===== config.mk =====
export PLATFORM = sky130hd
export DESIGN_NAME = dual_edge_clk_div
export DESIGN_NICKNAME = d
export VERILOG_FILES = /design/src/rtl/clkdiv_pkg.sv /design/src/rtl/cdiv_rise_phase.sv /design/src/rtl/cdiv_fall_retime.sv /design/src/rtl/cdiv_out_merge.sv /design/src/rtl/dual_edge_clk_div.sv
export SDC_FILE = /design/constraint.sdc
export NUM_CORES = 1
export LEC_CHECK = 0
export BUFFER_PORTS_ARGS = -buffer_cell sky130_fd_sc_hd__buf_2
export CAP_MARGIN = 20
export CORE_AREA = 4 4 41 43
export CTS_BUF_LIST = sky130_fd_sc_hd__clkbuf_16
export CTS_CLUSTER_SIZE = 16
export DETAILED_ROUTE_END_ITERATION = 10
export DIE_AREA = 0 0 45 47
export SLEW_MARGIN = 20
export SYNTH_ARGS = -nofsm -noshare
export SYNTH_HDL_FRONTEND = slang
export SYNTH_SLANG_ARGS = --single-unit

===== constraint.sdc =====
create_clock -name clk_i -period 0.8 [get_ports clk_i]
set_input_delay 0.2 -clock clk_i [delete_from_list [all_inputs] [get_ports clk_i]]
set_output_delay 0.2 -clock clk_i [all_outputs]
set_load 0.05 [all_outputs]

===== src/rtl/clkdiv_pkg.sv =====
`timescale 1ns/1ps
package clkdiv_pkg;

    // How the two phase flops are merged into the output
    typedef enum logic {
        MERGE_RISE_ONLY  = 1'b0,
        MERGE_BOTH_EDGES = 1'b1
    } merge_mode_e;

    // Rising-edge phase count from which the rising-domain flop is high
    function automatic int unsigned high_threshold(input int unsigned ratio);
        return ratio / 2;
    endfunction

    function automatic merge_mode_e merge_mode(input int unsigned ratio);
        return (ratio % 2 == 1) ? MERGE_BOTH_EDGES : MERGE_RISE_ONLY;
    endfunction

    function automatic int unsigned count_width(input int unsigned ratio);
        return (ratio < 2) ? 1 : $clog2(ratio);
    endfunction

endpackage


===== src/rtl/cdiv_rise_phase.sv =====
`timescale 1ns/1ps
module cdiv_rise_phase
    import clkdiv_pkg::*;
#(
    parameter int unsigned DIV_RATIO = 3
) (
    input  logic clk_i,
    input  logic rst_i,
    output logic high_o
);
    localparam int unsigned CW = count_width(DIV_RATIO);
    localparam logic [CW-1:0] LAST = CW'(DIV_RATIO - 1);
    localparam logic [CW-1:0] THRESH = CW'(high_threshold(DIV_RATIO));

    logic [CW-1:0] phase_q;
    logic [CW-1:0] phase_d;

    always_comb begin
        if (phase_q == LAST) begin
            phase_d = '0;
        end else begin
            phase_d = phase_q + CW'(1);
        end
    end

    always_ff @(posedge clk_i) begin
        if (rst_i) begin
            phase_q <= '0;
            high_o  <= 1'b0;
        end else begin
            phase_q <= phase_d;
            high_o  <= (phase_d >= THRESH);
        end
    end
endmodule


===== src/rtl/cdiv_fall_retime.sv =====
`timescale 1ns/1ps
module cdiv_fall_retime (
    input  logic clk_i,
    input  logic rst_i,
    input  logic high_i,
    output logic high_o
);
    // Delays the rising-domain level by half an input cycle
    always_ff @(negedge clk_i) begin
        if (rst_i) begin
            high_o <= 1'b0;
        end else begin
            high_o <= high_i;
        end
    end
endmodule


===== src/rtl/cdiv_out_merge.sv =====
`timescale 1ns/1ps
module cdiv_out_merge
    import clkdiv_pkg::*;
#(
    parameter merge_mode_e MODE = MERGE_BOTH_EDGES
) (
    input  logic rise_high_i,
    input  logic fall_high_i,
    output logic clk_o
);
    generate
        if (MODE == MERGE_BOTH_EDGES) begin : g_both
            // Each input of the AND changes only while the other holds it open
            assign clk_o = rise_high_i & fall_high_i;
        end else begin : g_rise
            logic unused_fall;
            assign unused_fall = fall_high_i;
            assign clk_o = rise_high_i;
        end
    endgenerate
endmodule


===== src/rtl/dual_edge_clk_div.sv =====
`timescale 1ns/1ps
module dual_edge_clk_div
    import clkdiv_pkg::*;
#(
    parameter int unsigned DIV_RATIO = 3
) (
    input  logic clk_i,
    input  logic rst_i,
    output logic clk_o
);
    localparam merge_mode_e MODE = merge_mode(DIV_RATIO);

    logic rise_high;
    logic fall_high;

    cdiv_rise_phase #(.DIV_RATIO(DIV_RATIO)) u_rise (
        .clk_i  (clk_i),
        .rst_i  (rst_i),
        .high_o (rise_high)
    );

    generate
        if (MODE == MERGE_BOTH_EDGES) begin : g_fall
            cdiv_fall_retime u_fall (
                .clk_i  (clk_i),
                .rst_i  (rst_i),
                .high_i (rise_high),
                .high_o (fall_high)
            );
        end else begin : g_nofall
            assign fall_high = 1'b0;
        end
    endgenerate

    cdiv_out_merge #(.MODE(MODE)) u_merge (
        .rise_high_i (rise_high),
        .fall_high_i (fall_high),
        .clk_o       (clk_o)
    );
endmodule


# --- After elaboration in Yosys (flattened, before gate mapping) ---
# Index checks and enable logic that the tools add are counted.
word_totals:
  output_inout_bits: 1
  register_bits: 4
  inputBits: 2
classes:
  n_eq_ne: 1
  addsub: 1
  magnitude_cmp: 1
  n_mux: 1
  n_bitwise: 1
ops:
  columns: ["operator", "n"]
  rows:
  - ["2-bit by 1-bit adder with 2-bit output (second input constant)", 1]
  - ["2-bit == test (second input constant)", 1]
  - ["2-bit by 1-bit >= comparator with 1-bit output (second input constant)", 1]
  - ["2-bit two-way mux", 1]
  - ["1-bit bitwise AND", 1]

# --- Logic depth before layout (Yosys ltp) ---
logic_depth:
  ltp_word: 3
  mapped_depth: 1

# --- Modules after synthesis ---
# Synthesis repeated with hierarchy kept, for this count alone.
hier_totals:
  cells_unflattened: 10
  area_unflattened_um2: 130.1
by_module_without_submodules:
  columns: ["module", "instances", "cells_each", "area_each_um2"]
  rows:
  - ["cdiv_rise_phase", 1, 6, 86.3]
  - ["cdiv_fall_retime", 1, 3, 37.5]
  - ["cdiv_out_merge", 1, 1, 6.3]

==> impl_metrics.tcl <==
set metrics [dict create \
    final_max_slew_viol_count 0 \
    drv_cap 0 \
    io_buffer_count 2 \
    synth-edff-count 0 \
    finalNetCount 20 \
    clkSinkCount 4 \
    violations "setup timing" \
    ys_ff_latch 4 \
    gp_congestion 0.553 \
    grt_max_degree 4 \
    synth.distinct_cells 7 \
    tightest_slew_ns 0.136 \
    stdcell_area_um2 253 \
    finalSetupViolCount 2 \
    critPathArrivalTime_ns 1.26 \
    synth.most_common_cell "dfxtp_1" \
    grt-ovfl-total 0 \
    cts_max_level 1 \
    path_clk_slew_ns 0.03 \
    worstPathRequired_ns 0.60 \
    crit_path_max_incr_delay_ns 0.30 \
    worst_slack_ns -0.664 \
    cellPowerDensity_mw_per_mm2 4230 \
    yosys_most_used_dff "dfxtp_1" \
    cp_slowest_cell "dfxtp_2" \
    hp-class "in -> reg" \
    place_area_um2 161 \
    pin_count 3 \
    seq_area_frac_synth 0.653 \
    synth.cell_area_um2 123 \
    status "complete, but fails checks" \
    synth_top_cell_by_area "dfxtp_1" \
    viasPerCell 2.78 \
    finalPower_mw 1.07 \
    clockBufferDepth 2 \
    critical_path_class "reg -> out" \
    syn_to_final_growth_pct 106 \
    grt_pass1_wl_um 345 \
    syn_nets 12 \
    ir_worst_vdd_mv 1.41 \
    pwr-share-clk 0.753 \
    drc_errors 0 \
    seqPwrFrac 0.211 \
    synthCells 10 \
    antenna_cells 0 \
    die_w_um 45 \
    rows 13 \
    die_h_um 47 \
    drtPass1Iterations 1 \
    crit_buf_inv 1 \
    switching_share 0.167 \
    slew_headroom 0.910 \
    cp-start-kind "flip-flop" \
    layout-drive-gt1-share 0.647 \
    fin_skew_ns 0.0770 \
    core_mm2 0.00130 \
    crit_chain "and2_4 > buf_8" \
    avgSynthCellArea_um2 12.3 \
    clk_latency_ns 0.30 \
    hold_viol 0 \
    power_frac_comb 0.036 \
    wl_per_cell_um 6.19 \
    worst-path-max-fanout 1 \
    endpoint_kind "primary output" \
    final_antenna_net_count 0 \
    async_flop_share 0 \
    grt_usage 0.0324 \
    cts_tree "yes" \
    grt_pass1_vias 100 \
    setup_tns_ns -0.711 \
    start_util 0.0942 \
    crit_family "flip-flops" \
    wl_um 198 \
    switchingPower_mw 0.178 \
    antenna_found_initial 0 \
    vias 89 \
    yosys_warnings 0 \
    synth_top_area_share 0.653 \
    dieArea_mm2 0.00212 \
    rsz0062_at_grt "true" \
    drt-initial-drc-count 0 \
    ys_top_cells_by_area "dfxtp_1 65%, nor3b_2 10%, nor3_2 8.2%, and2_1 5.1%, nor2b_1 5.1%" \
    cts_buffers 3 \
    cts_root_buf "clkbuf_16" \
    postCtsSetupRepairBufs 0 \
    p_leak_nw 0.111 \
    power.internal_mw 0.892 \
    fillerInstances 147 \
]
-- layout make-up --
class                           count  area (um^2)  area share
Sequential cell                     4         82.6       0.327
Tap cell                           15         18.8      0.0743
Clock buffer                        3         75.1       0.297
Clock inverter                      2         7.51      0.0297
Timing Repair Buffer                3         27.5       0.109
Multi-Input combinational cell      5         41.3       0.163
-- power groups by stage --
| stage | sequential, mW | clock [mW] | combinational (mW) |
|---|---|---|---|
| 2_1_floorplan | 0.226 | 0.0156 | 0.0220 |
| 3_3_place_gp | 0.227 | 0.0156 | 0.0331 |
| 3_5_place_dp | 0.228 | 0.0156 | 0.0340 |
| 4_1_cts | 0.226 | 0.826 | 0.0391 |
| 5_1_grt | 0.228 | 0.860 | 0.0414 |
| 6_report | 0.226 | 0.806 | 0.0386 |
-- sequential cells by signal (all words and copies together) (netlist names) --
name / flops
u_rise.high_o: 1
g_fall.u_fall.high_o: 1
u_rise.phase_q: 2
-- final timing paths --
kind | start | endpoint | slack [ns] | cells after the start
setup reg to reg | u_rise.high_o | g_fall.u_fall.high_o | -0.05 | 1
hold / removal | rst_i | u_rise.high_o | 0.27 | 3
hold reg to reg | u_rise.phase_q[0] | u_rise.phase_q[0] | 0.42 | 1
setup / recovery | g_fall.u_fall.high_o | clk_o | -0.66 | 2
-- metrics by stage --
stage | std cells | setup slack (ns) | utilization | hold slack [ns]
floorplan | 10 | -0.302 | - | 0.270
global placement | 28 | -0.450 | 0.124 | 0.413
detailed placement | 28 | -0.453 | 0.124 | 0.421
CTS | 32 | -0.673 | 0.193 | 0.267
global route | 32 | -0.708 | 0.194 | 0.281
finish | 32 | -0.664 | 0.194 | 0.271
-- cells in the final DEF, fill, tap and decap left out --
cell       Yosys  final
clkbuf_16      0      3
inv_1          1      2
dfxtp_2        0      2
dfxtp_1        4      2
nor2b_1        1      1
nor2_1         1      1
nor3_2         1      1
nor3b_2        1      1
and2_4         0      1
buf_2          0      1
buf_8          0      1
buf_4          0      1
-- logic make-up after synthesis --
logic type,share of synthesized area
and+or+nand+nor,0.316
buffers and inverters,0.0306
DFF,0.653
-- per-layer routing --
metal	vias up	wire length, um	GRT usage
met5	-	0	0
met4	0	11	0.0526
met3	2	40	0.0460
met2	5	55	0.0282
met1	37	91	0.0227
li1	45	-	-
-- repair_timing --
item                       in CTS  in global routing
setup endpoints to repair       2                  2
gates resized for setup         4                  1
hold buffers                    0                  0
No activity file was read; power rests on OpenSTA's default activity.
